===== config.mk =====
export PLATFORM = sky130hd
export DESIGN_NAME = exc_ctrl
export DESIGN_NICKNAME = d
export VERILOG_FILES = /design/src/rtl/exc_ctrl_pkg.sv /design/src/rtl/exc_arbiter.sv /design/src/rtl/exc_attr_map.sv /design/src/rtl/exc_seq.sv /design/src/rtl/exc_ctrl.sv
export SDC_FILE = /design/constraint.sdc
export NUM_CORES = 1
export LEC_CHECK = 0
export ABC_AREA = 1
export CORE_UTILIZATION = 35
export CTS_CLUSTER_DIAMETER = 50
export DETAILED_ROUTE_END_ITERATION = 10
export PLACE_DENSITY = 0.71
export SLEW_MARGIN = 20
export SYNTH_ARGS = -nofsm -noshare
export SYNTH_HDL_FRONTEND = slang
export SYNTH_HIERARCHICAL = 1
export SYNTH_SLANG_ARGS = --single-unit

===== constraint.sdc =====
create_clock -name clk -period 2.84 [get_ports clk]
set_clock_uncertainty 0.2 [all_clocks]
set_input_delay 0.568 -clock clk [delete_from_list [all_inputs] [get_ports clk]]
set_output_delay 0.568 -clock clk [all_outputs]
set_load 0.05 [all_outputs]

===== src/rtl/exc_ctrl_pkg.sv =====
package exc_ctrl_pkg;

   localparam int REQ_N  = 7;
   localparam int MODE_W = 5;

   // status word field positions
   localparam int ST_T = 5;
   localparam int ST_F = 6;
   localparam int ST_I = 7;

   localparam logic [MODE_W-1:0] MD_FIQ = 5'h11;
   localparam logic [MODE_W-1:0] MD_IRQ = 5'h12;
   localparam logic [MODE_W-1:0] MD_SVC = 5'h13;
   localparam logic [MODE_W-1:0] MD_ABT = 5'h17;
   localparam logic [MODE_W-1:0] MD_UND = 5'h1B;

   typedef enum logic [2:0] {
      EK_RESET = 3'd0,
      EK_UNDEF = 3'd1,
      EK_SWI   = 3'd2,
      EK_PABT  = 3'd3,
      EK_DABT  = 3'd4,
      EK_IRQ   = 3'd5,
      EK_FIQ   = 3'd6
   } exc_kind_e;

   typedef enum logic [2:0] {
      SQ_IDLE,
      SQ_SAVE,
      SQ_LINK,
      SQ_SWITCH,
      SQ_RETURN
   } seq_state_e;

   typedef struct packed {
      logic [MODE_W-1:0] mode;
      logic [4:0]        vec_off;
      logic [3:0]        link_off;
      logic              set_f;
   } exc_attr_t;

endpackage


===== src/rtl/exc_arbiter.sv =====
module exc_arbiter
   import exc_ctrl_pkg::*;
(
   input  logic [REQ_N-1:0] req,
   input  logic             mask_i,
   input  logic             mask_f,
   output logic             valid,
   output exc_kind_e        kind
);

   always_comb begin
      valid = 1'b1;
      kind  = EK_RESET;
      if (req[EK_RESET])                 kind = EK_RESET;
      else if (req[EK_DABT])             kind = EK_DABT;
      else if (req[EK_FIQ] && !mask_f)   kind = EK_FIQ;
      else if (req[EK_IRQ] && !mask_i)   kind = EK_IRQ;
      else if (req[EK_PABT])             kind = EK_PABT;
      else if (req[EK_UNDEF])            kind = EK_UNDEF;
      else if (req[EK_SWI])              kind = EK_SWI;
      else                               valid = 1'b0;
   end

endmodule


===== src/rtl/exc_attr_map.sv =====
module exc_attr_map
   import exc_ctrl_pkg::*;
#(
   parameter int              ADDR_W      = 32,
   parameter bit              HIGH_VEC_EN = 1'b1,
   parameter logic [ADDR_W-1:0] HIGH_BASE = 32'hFFFF_0000
)(
   input  exc_kind_e         kind,
   input  logic              hi_sel,
   output exc_attr_t         attr,
   output logic [ADDR_W-1:0] vec_addr
);

   logic [ADDR_W-1:0] base;

   generate
      if (HIGH_VEC_EN) begin : g_hi_base
         assign base = hi_sel ? HIGH_BASE : '0;
      end else begin : g_lo_base
         logic unused_hi;
         assign unused_hi = hi_sel;
         assign base      = '0;
      end
   endgenerate

   always_comb begin
      unique case (kind)
         EK_RESET: attr = '{mode: MD_SVC, vec_off: 5'h00, link_off: 4'd0, set_f: 1'b1};
         EK_UNDEF: attr = '{mode: MD_UND, vec_off: 5'h04, link_off: 4'd4, set_f: 1'b0};
         EK_SWI:   attr = '{mode: MD_SVC, vec_off: 5'h08, link_off: 4'd4, set_f: 1'b0};
         EK_PABT:  attr = '{mode: MD_ABT, vec_off: 5'h0C, link_off: 4'd4, set_f: 1'b0};
         EK_DABT:  attr = '{mode: MD_ABT, vec_off: 5'h10, link_off: 4'd8, set_f: 1'b0};
         EK_IRQ:   attr = '{mode: MD_IRQ, vec_off: 5'h18, link_off: 4'd4, set_f: 1'b0};
         EK_FIQ:   attr = '{mode: MD_FIQ, vec_off: 5'h1C, link_off: 4'd4, set_f: 1'b1};
         default:  attr = '{mode: MD_SVC, vec_off: 5'h14, link_off: 4'd0, set_f: 1'b1};
      endcase
   end

   assign vec_addr = base + {{(ADDR_W-5){1'b0}}, attr.vec_off};

endmodule


===== src/rtl/exc_seq.sv =====
module exc_seq
   import exc_ctrl_pkg::*;
#(
   parameter int ADDR_W = 32,
   parameter int STAT_W = 32
)(
   input  logic              clk,
   input  logic              rst_n,
   input  logic              req_valid,
   input  exc_kind_e         req_kind,
   input  logic              hi_vec,
   input  logic [STAT_W-1:0] cur_status,
   input  logic [ADDR_W-1:0] inst_addr,
   input  logic              ret_req,
   input  logic [STAT_W-1:0] ret_status,
   input  logic [ADDR_W-1:0] ret_link,
   input  exc_attr_t         attr,
   input  logic [ADDR_W-1:0] vec_addr,
   output exc_kind_e         kind_q,
   output logic              hi_q,
   output logic              busy,
   output logic              bank_status_we,
   output logic [MODE_W-1:0] bank_status_mode,
   output logic [STAT_W-1:0] bank_status_data,
   output logic              link_we,
   output logic [MODE_W-1:0] link_mode,
   output logic [ADDR_W-1:0] link_data,
   output logic              status_we,
   output logic [STAT_W-1:0] status_data,
   output logic              pc_we,
   output logic [ADDR_W-1:0] pc_data
);

   seq_state_e        state;
   logic [STAT_W-1:0] stat_q;   // entry snapshot or return status
   logic [ADDR_W-1:0] addr_q;   // entry address or return link
   logic [STAT_W-1:0] entry_status;

   always_ff @(posedge clk or negedge rst_n) begin
      if (!rst_n) begin
         state  <= SQ_IDLE;
         kind_q <= EK_RESET;
         hi_q   <= 1'b0;
         stat_q <= '0;
         addr_q <= '0;
      end else begin
         unique case (state)
            SQ_IDLE: begin
               if (req_valid) begin
                  state  <= SQ_SAVE;
                  kind_q <= req_kind;
                  hi_q   <= hi_vec;
                  stat_q <= cur_status;
                  addr_q <= inst_addr;
               end else if (ret_req) begin
                  state  <= SQ_RETURN;
                  stat_q <= ret_status;
                  addr_q <= ret_link;
               end
            end
            SQ_SAVE:   state <= SQ_LINK;
            SQ_LINK:   state <= SQ_SWITCH;
            SQ_SWITCH: state <= SQ_IDLE;
            SQ_RETURN: state <= SQ_IDLE;
            default:   state <= SQ_IDLE;
         endcase
      end
   end

   always_comb begin
      entry_status            = stat_q;
      entry_status[MODE_W-1:0] = attr.mode;
      entry_status[ST_T]      = 1'b0;
      entry_status[ST_I]      = 1'b1;
      entry_status[ST_F]      = stat_q[ST_F] | attr.set_f;
   end

   assign busy             = (state != SQ_IDLE);
   assign bank_status_we   = (state == SQ_SAVE);
   assign bank_status_mode = attr.mode;
   assign bank_status_data = stat_q;
   assign link_we          = (state == SQ_LINK);
   assign link_mode        = attr.mode;
   assign link_data        = addr_q + {{(ADDR_W-4){1'b0}}, attr.link_off};
   assign status_we        = (state == SQ_SWITCH) || (state == SQ_RETURN);
   assign pc_we            = status_we;
   assign status_data      = (state == SQ_SWITCH) ? entry_status : stat_q;
   assign pc_data          = (state == SQ_SWITCH) ? vec_addr : addr_q;

endmodule


===== src/rtl/exc_ctrl.sv =====
module exc_ctrl
   import exc_ctrl_pkg::*;
#(
   parameter int                ADDR_W      = 32,
   parameter int                STAT_W      = 32,
   parameter bit                HIGH_VEC_EN = 1'b1,
   parameter logic [ADDR_W-1:0] HIGH_BASE   = 32'hFFFF_0000
)(
   input  logic              clk,
   input  logic              rst_n,
   input  logic [6:0]        exc_req,
   input  logic              hi_vec,
   input  logic [STAT_W-1:0] cur_status,
   input  logic [ADDR_W-1:0] inst_addr,
   input  logic              ret_req,
   input  logic [STAT_W-1:0] ret_status,
   input  logic [ADDR_W-1:0] ret_link,
   output logic              busy,
   output logic              bank_status_we,
   output logic [4:0]        bank_status_mode,
   output logic [STAT_W-1:0] bank_status_data,
   output logic              link_we,
   output logic [4:0]        link_mode,
   output logic [ADDR_W-1:0] link_data,
   output logic              status_we,
   output logic [STAT_W-1:0] status_data,
   output logic              pc_we,
   output logic [ADDR_W-1:0] pc_data
);

   generate
      if (ADDR_W < 16) begin : g_bad_addr
         $error("exc_ctrl: ADDR_W must be at least 16");
      end
      if (STAT_W < 8) begin : g_bad_stat
         $error("exc_ctrl: STAT_W must hold mode, state and mask fields");
      end
      if (HIGH_BASE[4:0] != 5'd0) begin : g_bad_base
         $error("exc_ctrl: HIGH_BASE must be aligned to the vector table");
      end
   endgenerate

   logic              arb_valid;
   exc_kind_e         arb_kind;
   exc_kind_e         kind_q;
   logic              hi_q;
   exc_attr_t         attr;
   logic [ADDR_W-1:0] vec_addr;

   exc_arbiter u_arb (
      .req    (exc_req),
      .mask_i (cur_status[ST_I]),
      .mask_f (cur_status[ST_F]),
      .valid  (arb_valid),
      .kind   (arb_kind)
   );

   exc_attr_map #(
      .ADDR_W      (ADDR_W),
      .HIGH_VEC_EN (HIGH_VEC_EN),
      .HIGH_BASE   (HIGH_BASE)
   ) u_map (
      .kind     (kind_q),
      .hi_sel   (hi_q),
      .attr     (attr),
      .vec_addr (vec_addr)
   );

   exc_seq #(
      .ADDR_W (ADDR_W),
      .STAT_W (STAT_W)
   ) u_seq (
      .clk              (clk),
      .rst_n            (rst_n),
      .req_valid        (arb_valid),
      .req_kind         (arb_kind),
      .hi_vec           (hi_vec),
      .cur_status       (cur_status),
      .inst_addr        (inst_addr),
      .ret_req          (ret_req),
      .ret_status       (ret_status),
      .ret_link         (ret_link),
      .attr             (attr),
      .vec_addr         (vec_addr),
      .kind_q           (kind_q),
      .hi_q             (hi_q),
      .busy             (busy),
      .bank_status_we   (bank_status_we),
      .bank_status_mode (bank_status_mode),
      .bank_status_data (bank_status_data),
      .link_we          (link_we),
      .link_mode        (link_mode),
      .link_data        (link_data),
      .status_we        (status_we),
      .status_data      (status_data),
      .pc_we            (pc_we),
      .pc_data          (pc_data)
   );

endmodule


==> results <==
- The critical path goes through nor2_1 -> nand2_1 -> inv_2 -> ha_4 -> inv_2 -> nand2_4 -> nand3b_1 -> buf_6 -> nor2_4 -> xor2_2 -> buf_12.
- The weighted congestion reported at the end of routability-driven placement is approximately 0.96.
- The busiest metal layer after global routing is met2.
- Entering global routing, the biggest net connects 68 pins.
- TritonCTS built the clock tree.
- The standard-cell row count is 46.
- In this run, the number of DRC markers left after iteration 0 of detailed routing was between 300 and 400.
- The cell with the most instances on the worst path is inv_2.
- The met1 track utilization from global routing is between 20% and 30%.
- The critical path class is flip-flop to primary output.
- The count of warnings emitted by yosys is 6.
- The required time of the worst setup path is between 2 and 2.5 ns.
- The top cell family by delay on the critical path is simple AND/OR/NAND/NOR gates.
- The run finished, with violations left.
- The clock sink count is between 70 and 80.
- The height of the die is between 100 and 150 um.
- Setup violations remaining at the end of the flow were counted as 19.
- The number of input and output port buffers inserted is 279.
- The routed design could run at a clock period as short as a little under 3 ns.
- The number of routed nets with antenna violations is 0.
- Global routing used between 5 and 6% of the available met3 tracks.
- Data arrives at the worst endpoint at around 2.2 ns.
- The worst register-to-register path begins at u_seq/state[1]$_DFFE_PN0P_.
- The filler cells instantiated in the layout total about 1,500.
- The overall routing resource usage is 23.3%.
- For the worst-skew pair, the clock arrives at the later sink with an insertion delay of around 0.34 ns.
- The cell depth of the worst flop-to-flop path is 7.
- The global-route wire length before repair is approximately 30,000 um.
- The critical path starts at u_seq/kind_q[0]$_DFFE_PN0P_.
- Setup repair after global routing could not meet its margin everywhere.
- The largest buffer count on any clock path is 2.
- The overflow left after global routing is 0.
- The via count of the first global-routing pass is between 5,000 and 6,000.
- In this run the standard cell core region covers 16,000 um^2.
- Excluding fillers, the count of instances in the completed layout stands at ~1,300.
- The full die area is roughly 17,000 um^2.
- The number of failing hold endpoints at the final stage is 0.
- Cells with a size suffix above 1 make up between 20% and 30% of the layout.
- In the post-route analysis, the smallest setup slack over all paths is -0.0945 ns.
- Along the worst hold path, the cell count comes to 2.
- The critical register-to-register path endpoint is u_seq/addr_q[18]$_DFFE_PN0P_.
- The synthesized netlist occupies a cell area of 5760 um^2.
- The number of antenna violations at the first check in global routing was 0.
- The detailed-router iteration count before antenna repair is 5.
- The number of placed instances, taps included is between 1,000 and 1,500.
- Measured along the x axis, the die boundary spans 130 um.
- The min-delay analysis places its worst path in the category flip-flop to flip-flop.
- The achievable clock frequency is ~340 MHz.
- The number of buffers created by CTS is 9.
- The element type at the critical path end is a primary output.
- For this block, the via count after detailed routing is roughly 6,100.
- The library cell used most frequently in the layout, excluding fill and tap cells, is clkdlybuf4s50_1.
- In the layout the commonest cells are clkdlybuf4s50_1 (199), nand2_1 (165), o21ai_0 (69), dfrtp_1 (69).
- The half-perimeter wire length after detailed placement is ~15,000 um.
- The final layout contains routed wiring with a total length of approximately 20,000 um.
- The slowest stage of the critical path belongs to the cell dfrtp_2.
- The share of the core filled with cells is ~60%.
- In this run the mean area of a mapped cell was around 7.2 um^2.
- The number of buffers and inverters on the critical path is 4.
- For hold timing, the worst endpoint is u_seq/bank_status_data[15]$_DFFE_PN0P_.
- Dividing the detail-routed via count by the number of cells gives between 4 and 5.
- The tool flagged a number of max-cap violations equal to 0.
- Across the whole layout, storage elements account for between 1500 and 2000 um^2.
- The startpoint identified for the worst hold timing path is u_seq/bank_status_data[15]$_DFFE_PN0P_.
- In the final design database the tool counted roughly 1,200 nets.
- The maximum single-stage delay on the critical path is slightly above 0.4 ns.
- The final worst-path cycle share is 103%.
- The final reports fail on negative setup slack.
- In the global route stage, met2 resource usage came out at between 40% and 50%.
- The antenna diode instance count is 0.
- In this run the number of H-tree levels came out at 3.
- The relative area change from synthesis to final layout is 66.8%.
- After routing, the total negative slack on setup checks comes to -0.954 ns.
- The number of top-level pins is between 200 and 300.
- The biggest fanout along the worst timing path is 5.
- The worst slew slack as a fraction of its limit is between 50 and 60%.
- The starting density of the core is 36.0%.
- In the routed design, unresolved DRC markers number 0.
- The number of slew-limit violations in the final report is 0.
- The routed length per instance is roughly 16 um.
- The kind of start point of the critical path is a flip-flop.
- The actual slew at the worst max-slew pin is around 0.68 ns.
- In the final layout, the multi-input gates occupy between 3000 and 4000 um^2.
- Setup slack on the worst reg-to-reg path comes out at 0.54 ns.
- The clock-pin slew reported for the worst setup and hold paths after clock tree synthesis is ~0.06 ns.
- The gate count of the mapped netlist is 804.
- The root buffer selected by CTS is clkbuf_16.
-- how the worst max path moves through the flow --
stage                                       endpoint  slack (ns)  cells past startpoint
6_report                               link_data[14]       -0.09                     11
5_1_grt                                link_data[19]       -0.20                     14
4_1_cts                                link_data[14]       -0.06                     11
3_5_place_dp   u_seq/bank_status_data[7]$_DFFE_PN0P_       -0.02                     12
3_3_place_gp            u_seq/addr_q[31]$_DFFE_PN0P_        0.05                     12
2_1_floorplan                          link_data[12]        0.01                      9
-- layer usage --
metal | share of wire, % | routed length [um]
met5 | 0 | 0
met4 | 2.2 | 439
met3 | 8.5 | 1710
met2 | 50 | 10000
met1 | 39 | 7850
-- area by class of cell --
cell class / instances / area share (%)
timing repair buffer: 308 / 38.0
multi-input combinational: 560 / 34.2
sequential: 71 / 18.5
inverter: 80 / 3.13
tap: 216 / 2.81
clock buffer: 11 / 2.53
clock inverter: 5 / 0.847
-- repair_timing --
item,in CTS,in global routing
hold endpoints to repair,30,0
resized for setup,49,25
pin swaps,12,9
setup buffers,8,2
hold buffers,1,0
cloned,0,1
endpoints found under the setup margin,33,43
-- worst reg2reg max path, cell delays in order, from the launching register on --
cell	delay, ns
dfrtp_1	0.41
inv_2	0.21
nand2_4	0.13
buf_4	0.22
nor2_4	0.40
buf_4	0.35
o211ai_1	0.16
o21ai_0	0.12
-- state kept, by name (all words and copies together), names as in the netlist --
register                count
u_seq/addr_q               32
u_seq/bank_status_data     32
u_seq/hi_q                  1
u_seq/kind_q                3
u_seq/state                 3
-- through the flow --
step,instance area [um^2],setup WS (ns),hold slack (ns)
floorplan,5860,0.00989,0.0724
global placement,8920,0.0496,0.318
detailed placement,8920,-0.0168,0.323
CTS,9480,-0.0602,0.341
global route,9600,-0.201,0.371
finish,9600,-0.0945,0.342
Power is not shown: default switching activity piles up to over one toggle a cycle in this logic, so the estimate is an artifact.
